`config.mk`:
```
export PLATFORM = sky130hd
export DESIGN_NAME = cmpbr_seq
export DESIGN_NICKNAME = d
export VERILOG_FILES = /design/src/rtl/cmpbr_pkg.sv /design/src/rtl/cmpbr_decode.sv /design/src/rtl/cmpbr_alu.sv /design/src/rtl/cmpbr_target.sv /design/src/rtl/cmpbr_stack.sv /design/src/rtl/cmpbr_seq.sv
export SDC_FILE = /design/constraint.sdc
export NUM_CORES = 1
export LEC_CHECK = 0
export ABC_AREA = 1
export BUFFER_PORTS_ARGS = -buffer_cell sky130_fd_sc_hd__buf_2
export CAP_MARGIN = 20
export CORE_ASPECT_RATIO = 0.9
export CORE_MARGIN = 2
export CORE_UTILIZATION = 39
export CTS_CLUSTER_SIZE = 25
export DETAILED_ROUTE_END_ITERATION = 6
export GPL_TIMING_DRIVEN = 0
export PLACE_DENSITY = 0.7
export SYNTH_ARGS = -nofsm -noshare
export SYNTH_HDL_FRONTEND = slang
export SYNTH_SLANG_ARGS = --single-unit
```
`constraint.sdc`:
```
create_clock -name clk -period 3.8 [get_ports clk]
set_clock_uncertainty 0.2 [all_clocks]
set_input_delay 0.38 -clock clk [delete_from_list [all_inputs] [get_ports clk]]
set_output_delay 0.38 -clock clk [all_outputs]
set_load 0.02 [all_outputs]
```
`src/rtl/cmpbr_pkg.sv`:
```
package cmpbr_pkg;

  typedef enum logic [1:0] {
    OP_NONE  = 2'd0,
    OP_CMPBR = 2'd1,
    OP_CALL  = 2'd2
  } op_kind_e;

  typedef struct packed {
    op_kind_e   kind;
    logic       use_x;
    logic       post_inc;
    logic [2:0] len;
    logic [2:0] ncyc;
  } op_info_t;

  localparam logic [7:0] OPC_DIR  = 8'h31;
  localparam logic [7:0] OPC_IMMA = 8'h41;
  localparam logic [7:0] OPC_IMMX = 8'h51;
  localparam logic [7:0] OPC_IX1P = 8'h61;
  localparam logic [7:0] OPC_IXP  = 8'h71;
  localparam logic [7:0] OPC_CALL = 8'hAD;

  localparam logic [2:0] CYC_DIR  = 3'd5;
  localparam logic [2:0] CYC_IMM  = 3'd4;
  localparam logic [2:0] CYC_IX1P = 3'd5;
  localparam logic [2:0] CYC_IXP  = 3'd4;
  localparam logic [2:0] CYC_SP1  = 3'd6;
  localparam logic [2:0] CYC_CALL = 3'd4;

endpackage

```
`src/rtl/cmpbr_decode.sv`:
```
module cmpbr_decode
  import cmpbr_pkg::*;
(
  input  logic       prefix_sp,
  input  logic [7:0] opcode,
  output op_info_t   info
);

  always_comb begin
    info = '{kind: OP_NONE, use_x: 1'b0, post_inc: 1'b0, len: 3'd0, ncyc: 3'd0};
    if (prefix_sp) begin
      if (opcode == OPC_IX1P) begin
        info.kind = OP_CMPBR;
        info.len  = 3'd4;
        info.ncyc = CYC_SP1;
      end
    end else begin
      case (opcode)
        OPC_DIR: begin
          info.kind = OP_CMPBR;
          info.len  = 3'd3;
          info.ncyc = CYC_DIR;
        end
        OPC_IMMA: begin
          info.kind = OP_CMPBR;
          info.len  = 3'd3;
          info.ncyc = CYC_IMM;
        end
        OPC_IMMX: begin
          info.kind  = OP_CMPBR;
          info.use_x = 1'b1;
          info.len   = 3'd3;
          info.ncyc  = CYC_IMM;
        end
        OPC_IX1P: begin
          info.kind     = OP_CMPBR;
          info.post_inc = 1'b1;
          info.len      = 3'd3;
          info.ncyc     = CYC_IX1P;
        end
        OPC_IXP: begin
          info.kind     = OP_CMPBR;
          info.post_inc = 1'b1;
          info.len      = 3'd2;
          info.ncyc     = CYC_IXP;
        end
        OPC_CALL: begin
          info.kind = OP_CALL;
          info.len  = 3'd2;
          info.ncyc = CYC_CALL;
        end
        default: ;
      endcase
    end
  end

endmodule

```
`src/rtl/cmpbr_alu.sv`:
```
module cmpbr_alu #(
  parameter int D_W = 8
) (
  input  logic           use_x,
  input  logic           post_inc,
  input  logic [D_W-1:0] acc,
  input  logic [D_W-1:0] xreg,
  input  logic [D_W-1:0] operand,
  output logic           equal,
  output logic [D_W-1:0] x_next
);

  logic [D_W-1:0] lhs;
  logic [D_W-1:0] diff;

  always_comb begin
    lhs    = use_x ? xreg : acc;
    diff   = lhs - operand;
    equal  = (diff == '0);
    x_next = post_inc ? (xreg + {{(D_W-1){1'b0}}, 1'b1}) : xreg;
  end

endmodule

```
`src/rtl/cmpbr_target.sv`:
```
module cmpbr_target #(
  parameter int PC_W = 16,
  parameter int D_W  = 8
) (
  input  logic [PC_W-1:0] pc,
  input  logic [D_W-1:0]  rel,
  input  logic [2:0]      len,
  input  logic            taken,
  output logic [PC_W-1:0] next_pc
);

  localparam int EXT_W = PC_W - D_W;

  logic [PC_W-1:0] seq_pc;
  logic [PC_W-1:0] rel_ext;

  always_comb begin
    seq_pc  = pc + {{(PC_W-3){1'b0}}, len};
    rel_ext = {{EXT_W{rel[D_W-1]}}, rel};
    next_pc = taken ? (seq_pc + rel_ext) : seq_pc;
  end

endmodule

```
`src/rtl/cmpbr_stack.sv`:
```
module cmpbr_stack #(
  parameter int PC_W  = 16,
  parameter int D_W   = 8,
  parameter int CNT_W = 3
) (
  input  logic             is_call,
  input  logic             busy,
  input  logic [CNT_W-1:0] phase,
  input  logic [PC_W-1:0]  pc,
  input  logic [PC_W-1:0]  sp,
  output logic [PC_W-1:0]  ret_addr,
  output logic [PC_W-1:0]  sp_final,
  output logic             st_we,
  output logic [PC_W-1:0]  st_addr,
  output logic [D_W-1:0]   st_data
);

  localparam int NBYTES = PC_W / D_W;
  localparam int FIRST_PUSH = 2;

  logic [D_W-1:0] ret_byte [NBYTES];
  logic [PC_W-1:0] byte_idx;

  assign ret_addr = pc + PC_W'(2);

  for (genvar gi = 0; gi < NBYTES; gi++) begin : g_bytes
    assign ret_byte[gi] = ret_addr[gi*D_W +: D_W];
  end

  always_comb begin
    byte_idx = PC_W'(phase) - PC_W'(FIRST_PUSH);
    st_we    = busy && is_call && (int'(phase) >= FIRST_PUSH)
               && (int'(phase) < FIRST_PUSH + NBYTES);
    st_addr  = sp - byte_idx;
    st_data  = '0;
    for (int bi = 0; bi < NBYTES; bi++) begin
      if (byte_idx == PC_W'(bi)) st_data = ret_byte[bi];
    end
    sp_final = is_call ? (sp - PC_W'(NBYTES)) : sp;
  end

endmodule

```
`src/rtl/cmpbr_seq.sv`:
```
module cmpbr_seq
  import cmpbr_pkg::*;
#(
  parameter int PC_W = 16,
  parameter int D_W  = 8
) (
  input  logic            clk,
  input  logic            rst_n,
  input  logic            start,
  input  logic            prefix_sp,
  input  logic [D_W-1:0]  opcode,
  input  logic [D_W-1:0]  operand,
  input  logic [D_W-1:0]  rel,
  input  logic [PC_W-1:0] pc_in,
  input  logic [PC_W-1:0] sp_in,
  input  logic [D_W-1:0]  acc_in,
  input  logic [D_W-1:0]  x_in,
  output logic            busy,
  output logic            done,
  output logic [PC_W-1:0] pc_out,
  output logic [PC_W-1:0] sp_out,
  output logic [D_W-1:0]  x_out,
  output logic            st_we,
  output logic [PC_W-1:0] st_addr,
  output logic [D_W-1:0]  st_data
);

  localparam int CNT_W = 3;

  typedef enum logic {S_IDLE = 1'b0, S_RUN = 1'b1} state_e;

  state_e           state_q, state_d;
  logic [CNT_W-1:0] cnt_q, cnt_d;
  op_info_t         dec_info, info_q;
  logic [D_W-1:0]   opr_q, rel_q, acc_q, x_q;
  logic [PC_W-1:0]  pc_q, sp_q;
  logic             accept, last, ld_en;
  logic             is_call, equal, taken;
  logic [D_W-1:0]   x_next;
  logic [PC_W-1:0]  next_pc, ret_addr, sp_final;

  cmpbr_decode u_dec (
    .prefix_sp (prefix_sp),
    .opcode    (opcode),
    .info      (dec_info)
  );

  always_comb begin
    accept  = (state_q == S_IDLE) && start && (dec_info.kind != OP_NONE);
    last    = (state_q == S_RUN) && (cnt_q == info_q.ncyc);
    ld_en   = accept;
    state_d = state_q;
    cnt_d   = cnt_q;
    case (state_q)
      S_IDLE: begin
        if (accept) begin
          state_d = S_RUN;
          cnt_d   = CNT_W'(1);
        end
      end
      S_RUN: begin
        if (last) begin
          state_d = S_IDLE;
          cnt_d   = '0;
        end else begin
          cnt_d = cnt_q + CNT_W'(1);
        end
      end
      default: begin
        state_d = S_IDLE;
        cnt_d   = '0;
      end
    endcase
  end

  always_ff @(posedge clk or negedge rst_n) begin
    if (!rst_n) begin
      state_q <= S_IDLE;
      cnt_q   <= '0;
    end else begin
      state_q <= state_d;
      cnt_q   <= cnt_d;
    end
  end

  always_ff @(posedge clk or negedge rst_n) begin
    if (!rst_n) begin
      info_q <= '{kind: OP_NONE, use_x: 1'b0, post_inc: 1'b0, len: 3'd0, ncyc: 3'd0};
      opr_q  <= '0;
      rel_q  <= '0;
      acc_q  <= '0;
      x_q    <= '0;
      pc_q   <= '0;
      sp_q   <= '0;
    end else if (ld_en) begin
      info_q <= dec_info;
      opr_q  <= operand;
      rel_q  <= rel;
      acc_q  <= acc_in;
      x_q    <= x_in;
      pc_q   <= pc_in;
      sp_q   <= sp_in;
    end
  end

  assign is_call = (info_q.kind == OP_CALL);

  cmpbr_alu #(.D_W(D_W)) u_alu (
    .use_x    (info_q.use_x),
    .post_inc (info_q.post_inc),
    .acc      (acc_q),
    .xreg     (x_q),
    .operand  (opr_q),
    .equal    (equal),
    .x_next   (x_next)
  );

  assign taken = is_call || equal;

  cmpbr_target #(.PC_W(PC_W), .D_W(D_W)) u_tgt (
    .pc      (pc_q),
    .rel     (rel_q),
    .len     (info_q.len),
    .taken   (taken),
    .next_pc (next_pc)
  );

  cmpbr_stack #(.PC_W(PC_W), .D_W(D_W), .CNT_W(CNT_W)) u_stk (
    .is_call  (is_call),
    .busy     (busy),
    .phase    (cnt_q),
    .pc       (pc_q),
    .sp       (sp_q),
    .ret_addr (ret_addr),
    .sp_final (sp_final),
    .st_we    (st_we),
    .st_addr  (st_addr),
    .st_data  (st_data)
  );

  assign busy   = (state_q == S_RUN);
  assign done   = last;
  assign pc_out = next_pc;
  assign sp_out = sp_final;
  assign x_out  = is_call ? x_q : x_next;

endmodule

```
* After elaboration in Yosys (flattened, before gate mapping) *
Index checks and enable logic that the tools add are counted.

word-level totals
  register bits = 78
  output and inout port bits = 67

cells by class
  $add $sub $neg = 9
  $lt $le $gt $ge = 2
  equal/unequal tests = 10
  mux-type cells = 22
  bitwise operators = 1
  reduce and logical (&&, ||, !) cells = 15

operators with widths
  operator                                                                count
  8-bit two-way mux                                                       5
  8-bit by 7-bit equality test with 1-bit output, second input constant   4
  16-bit two-way mux                                                      2
  16-bit adder                                                            1
  16-bit by 2-bit adder with 16-bit output, second input constant         1
  16-bit by 3-bit adder with 16-bit output                                1
  16-bit by 1-bit equality test with 1-bit output, second input constant  1
  16-bit zero test                                                        1
  16-bit subtractor                                                       1
  16-bit by 2-bit subtractor with 16-bit output, second input constant    1
  5-bit one-hot mux with 3 select lines                                   1
  6-bit two-way mux                                                       2
  8-bit by 1-bit adder with 8-bit output, second input constant           1
  8-bit by 6-bit equality test with 1-bit output, second input constant   1
  8-bit equality test, second input constant                              1
  8-bit zero test                                                         1
  2-bit OR reduction                                                      4
  8-bit subtractor                                                        1
  1-bit logical AND                                                       6
  3-bit two-way mux                                                       2
  3-bit one-hot mux with 2 select lines                                   1
  1-bit two-way mux                                                       5
  5-bit OR reduction                                                      1
  2-bit two-way mux                                                       2
  other kinds (12)                                                        12

* Logic depth before layout (Yosys ltp) *
  word-level depth = 8
  depth in mapped cells = 20
  depth with buffers taken out = 20

* Modules after synthesis *
From an unflattened synthesis, not the netlist that was laid out.

unflattened totals
  cells, all modules = 1157
  area, all modules = 7284.5 um^2

by module, submodules not included
  module        instances  cells each  area each (um^2)  sequential area each (um^2)
  cmpbr_seq     1          378         3196.8            1951.9
  cmpbr_stack   1          347         1761.7            0.0
  cmpbr_target  1          245         1378.8            0.0
  cmpbr_alu     1          141         728.2             0.0
  cmpbr_decode  1          46          219.0             0.0

* Worst setup path before layout *
Ideal clock, no wire load.

  path type = register to output
  from = reg info_q[3] (netlist bit)
  to = out pc_out[11]
  arrival time = 2.669 ns
  required time = 3.220 ns
  slack = 0.551 ns
  stages on the path, launching flop included = 17
  path through = dfrtp_1 ha_1 fa_1 nand3_1 nand2_1 nand3_1 xor2_1 inv_1 ha_1 nand2_1 inv_1 a21oi_1 nand2_1 a21oi_1 xnor2_1 nand2_1 nand2_1

on the way
  word-level cells in the longest chain between the ends = 3

RTL lines
  what                                          line                RTL
  from (decl)                                   cmpbr_seq.sv:34     op_info_t dec_info, info_q;
  from (signal assigned)                        cmpbr_seq.sv:88     info_q <= '{kind: OP_NONE, use_x: 1'b0, post_inc: 1'b0, len: 3'd0, ncyc: 3'd0};
  from (signal assigned)                        cmpbr_seq.sv:96     info_q <= dec_info;
  16-bit by 3-bit adder with 16-bit output (*)  cmpbr_target.sv:18  seq_pc = pc + {{(PC_W-3){1'b0}}, len};
  16-bit adder                                  cmpbr_target.sv:20  next_pc = taken ? (seq_pc + rel_ext) : seq_pc;
  16-bit two-way mux (*)                        cmpbr_target.sv:20
  to (decl)                                     cmpbr_seq.sv:20     output logic [PC_W-1:0] pc_out,

Every way passes the cells marked *; elsewhere a longest branch is shown, timed or not.

* Final worst setup path *
  from = reg info_q[3] (netlist bit)
  to = out pc_out[15]

The elaborated chain is that of the path after synthesis.

==> summary by stage <==
Yosys
The share of the Yosys chip area taken by registers is 29.28%. The adder-cell area share of the yosys netlist is 9.850%. The Yosys step of the flow raised 0 warnings.

By area, the combinational part of the netlist is dominated by simple AND/OR/NAND/NOR gates. The average size of a mapped cell is 6.777 um^2. In this run the biggest area consumer among cell types represents 29.28% of the synthesized area.

The post-synthesis share of cell area spent on xor and xnor gates is 8.119%. In this run, distinct cell masters in the synthesized netlist total 41. Of the total synthesized cell area, the portion taken by AND, OR, NAND and NOR gates is 33.88%. The post-synthesis cell area is 0.006580 mm^2. The commonest cells after synthesis are sky130_fd_sc_hd__nand2_1 (336), sky130_fd_sc_hd__inv_1 (114), sky130_fd_sc_hd__dfrtp_1 (77), sky130_fd_sc_hd__nand3_1 (73), sky130_fd_sc_hd__nor2_1 (70). In the synthesized netlist the dominant register cell turns out to be sky130_fd_sc_hd__dfrtp_1. By area the synthesized netlist is led by sky130_fd_sc_hd__dfrtp_1 (29%), sky130_fd_sc_hd__nand2_1 (19%), sky130_fd_sc_hd__ha_1 (8.9%). The number of instances in the synthesized netlist is 971. The cell taking the most area after synthesis is sky130_fd_sc_hd__dfrtp_1. The synthesized-area fraction occupied by ao, oa, aoi and oai cells is 9.546%. In the synthesized netlist the async set-or-reset flop fraction comes to 100.0%. The portion of synthesized area spent on multiplexers is 0%. The number of flops mapped to enable cells by yosys is 0. The synthesized netlist net count is 1097. After synthesis the netlist holds a flip-flop and latch count of 77. Yosys instantiated no cell more often than sky130_fd_sc_hd__nand2_1.

Pwr
IR analysis of the VDD net gives a maximum drop of 490.0 uV. The leakage power is 4.551 nW. The power per cell area is 659.4 mW/mm^2.

Summing internal, switching and leakage power gives 5.455 mW.

Detailed routing
In this run, the number of DRC markers left after iteration 0 of detailed routing was 407. The detail route stage leaves a number of antenna-violating nets equal to 0. The count of unresolved DRC violations after routing is 0. After detailed routing, the average wire length per cell comes to 14.06 um. The routed design has 19180 um of wire. For this run, the detailed router's first-pass iteration total came to 5. The average vias per placed instance is 4.962. The detailed-route via count is 6768.

Worst setup path
The type of origin of the critical path is a register. The maximum single-stage delay on the critical path is 0.39 ns. The internal reg-to-reg setup slack is 1.93 ns. The reg-to-reg endpoint is sp_q[2]$_DFFE_PN0P_. Walking the worst path, the cells encountered are ha_2, fa_2, nand3_2, nand2_2, nand3_4, nor3_2, xor2_1, ha_1, nand2_2, inv_2, nand2_2, nor3_2, buf_4, a21oi_2, nand3_1, nand2_1, nand2_1, nand2_1, buf_4. The worst-case reg-to-reg path depth is 8. In this run the worst path has a maximum fanout of 5.

The critical path in this run is classified as reg2out. STA puts the critical path data arrival time at 3.19 ns. STA puts the critical path data required time at 3.22 ns. The critical-path cell with the highest stage delay is sky130_fd_sc_hd__dfrtp_1. The startpoint identified for the worst register-to-register timing path is busy$_DFF_PN0_.

The type of element capturing the critical path is a primary output.

Place
Once placement finished, the instance area stood at 0.007585 mm^2. The final HPWL from detailed placement is 15100 um. Routability-driven placement finished with a final weighted congestion of 0.8937. The number of I/O port buffers is 142.

The number of cells in the design after placement is 1325.

Timing
The final count of negative-setup-slack endpoints is 0. The hold violation count in the final report is 0. The number of max-slew violations in the final report was 0. Counting I/O delays and the setup requirement, the final critical path takes 3.772 ns. Setup repair after global routing could not meet its margin everywhere. The transition time at the pin with the least slew margin is 0.6207 ns. After routing, the total negative slack on setup checks comes to 0 ns. The achievable frequency is 265.1 MHz.

In this run the tightest slew margin relative to its limit is 58.62%. The final critical-path share of the clock period is 99.28%.

CTS
The number of buffers on the longest clock path is 2. For the worst-skew pair, the clock arrives at the later sink with an insertion delay of 0.34 ns. The CTS tree is done. The root buffer cell chosen for the clock tree is sky130_fd_sc_hd__clkbuf_16.

The clock-pin slew on the worst setup and hold paths is 0.07 ns. The CTS sink count is 77. In this run, CTS created clock tree buffers numbering 9.

CTS built an H-tree with a depth of 3.

Floorplanning
The number of rows in the core area is 45. The die is 140.9 um wide. The number of top-level design ports is 143. The starting density of the core is 39.35%.

The core area is 0.01672 mm^2. The die covers 0.01793 mm^2. The die is 127.2 um tall.

Global route
The first global-routing pass estimated 29700 um of wire. The number of global-route vias before repair is 5983. The initial antenna violation count is 0. The overall track demand over capacity in global routing is 20.92%. Summed over all layers, the global routing overflow is 0. Entering global routing, the biggest net connects 51 pins.

Min path
The startpoint identified for the worst hold timing path is x_in[6]. The path class of the tightest hold or removal check is in2reg. The worst hold path terminates at x_q[6]$_DFFE_PN0P_.

The worst hold path passes through 3 cells.

Cells and area
The growth of design area from synthesis to finish is 25.73%. The layout cell share with drive strength beyond 1 is 23.07%. The number of standard cells in the final layout excluding fillers is 1364.

The summed area of non-filler cells in the final layout is 0.008273 mm^2. The count of inserted antenna diode cells is 0. The final layout net count is 1274. The core occupancy in the finished layout is 49.47%.

Flow run
Across the run, the number of max-cap violations was 0.

Outcome
The run finished with clean final reports.
-- where the power goes --
part           switching, mW  leakage [nW]  total, mW  internal (mW)
Combinational           2.19          3.51       3.47           1.28
Clock                  0.366         0.142      0.835          0.470
Sequential             0.180         0.900       1.15          0.972
Total                   2.73          4.55       5.46           2.72
-- critical path: cells and delay by family (launching register included) --
kind | cells | cell delay [ns]
AND/OR/NAND/NOR | 11 | 0.88
flip-flops | 1 | 0.39
XOR/XNOR | 1 | 0.16
AO/OA/AOI/OAI | 1 | 0.05
buffers and inverters | 3 | 0.38
adder cells (fa/ha/maj) | 3 | 0.98
-- sequential cells by signal, indices dropped and copies added (netlist names), 3 cells and up --
register and count:
opr_q 8, sp_q 16, rel_q 8, pc_q 16, info_q 9, acc_q 8
cnt_q 3, x_q 8
-- timing repair --
item | 4_1_cts | 5_1_grt
gates resized for setup | 18 | 38
endpoints found under the setup margin | 9 | 13
buffers inserted | 4 | 19
hold buffers | 1 | 0
pin swaps | 5 | 23
endpoints found under the hold margin | 27 | 0
-- layout by cell type (no fill, tap or decap), types with 31 or more instances in the layout --
cell	instances
sky130_fd_sc_hd__nand2_1	322
sky130_fd_sc_hd__buf_2	143
sky130_fd_sc_hd__inv_1	111
sky130_fd_sc_hd__dfrtp_1	75
sky130_fd_sc_hd__nand3_1	71
sky130_fd_sc_hd__nor2_1	66
sky130_fd_sc_hd__xor2_1	49
sky130_fd_sc_hd__o21ai_1	43
sky130_fd_sc_hd__ha_1	39
sky130_fd_sc_hd__buf_4	35
sky130_fd_sc_hd__a21oi_1	31
-- cells by family after synthesis --
family	count (synthesis)
compound gates	116
fa+ha+maj	50
simple gates	527
xor+xnor	61
flops	77
buf+inv	140
-- layer usage --
metal	GRT usage (%)	vias to the layer above	share of wire (%)
met5	0	-	0
li1	-	3479	-
met3	3.336	21	5.4
met2	33.57	200	46
met1	29.63	3068	48
met4	5.353	0	1.4
-- metrics by stage --
step	hold slack [ns]	worst slack (ns)
3_3_place_gp	0.2535	0.1845
6_report	0.03146	0.02752
2_1_floorplan	-0.1156	0.5514
3_5_place_dp	0.1331	0.1605
5_1_grt	0.02386	-0.1348
4_1_cts	0.01570	0.008140
-- worst max path at each step --
stage                                      from    endpoint  slack (ns)
final                     info_q[3]$_DFFE_PN0P_  pc_out[15]        0.03
after global routing        pc_q[0]$_DFFE_PN0P_  pc_out[15]       -0.13
after CTS                 info_q[3]$_DFFE_PN0P_  pc_out[15]       0.008
after detailed placement    pc_q[1]$_DFFE_PN0P_  pc_out[15]        0.16
after global placement      pc_q[1]$_DFFE_PN0P_  pc_out[15]        0.18
after floorplan           info_q[3]$_DFFE_PN0P_  pc_out[11]        0.55
-- final cells by class --
cell class	count	area, um^2
Fill cell	1688	8449
Clock inverter	5	42.54
Buffer	22	167.7
Clock buffer	11	242.7
Inverter	117	445.4
Multi-Input combinational cell	754	4247
Tap cell	211	264.0
Sequential cell	77	1929
Timing Repair Buffer	167	934.6
Note: power is estimated with default switching activity, not from simulation.
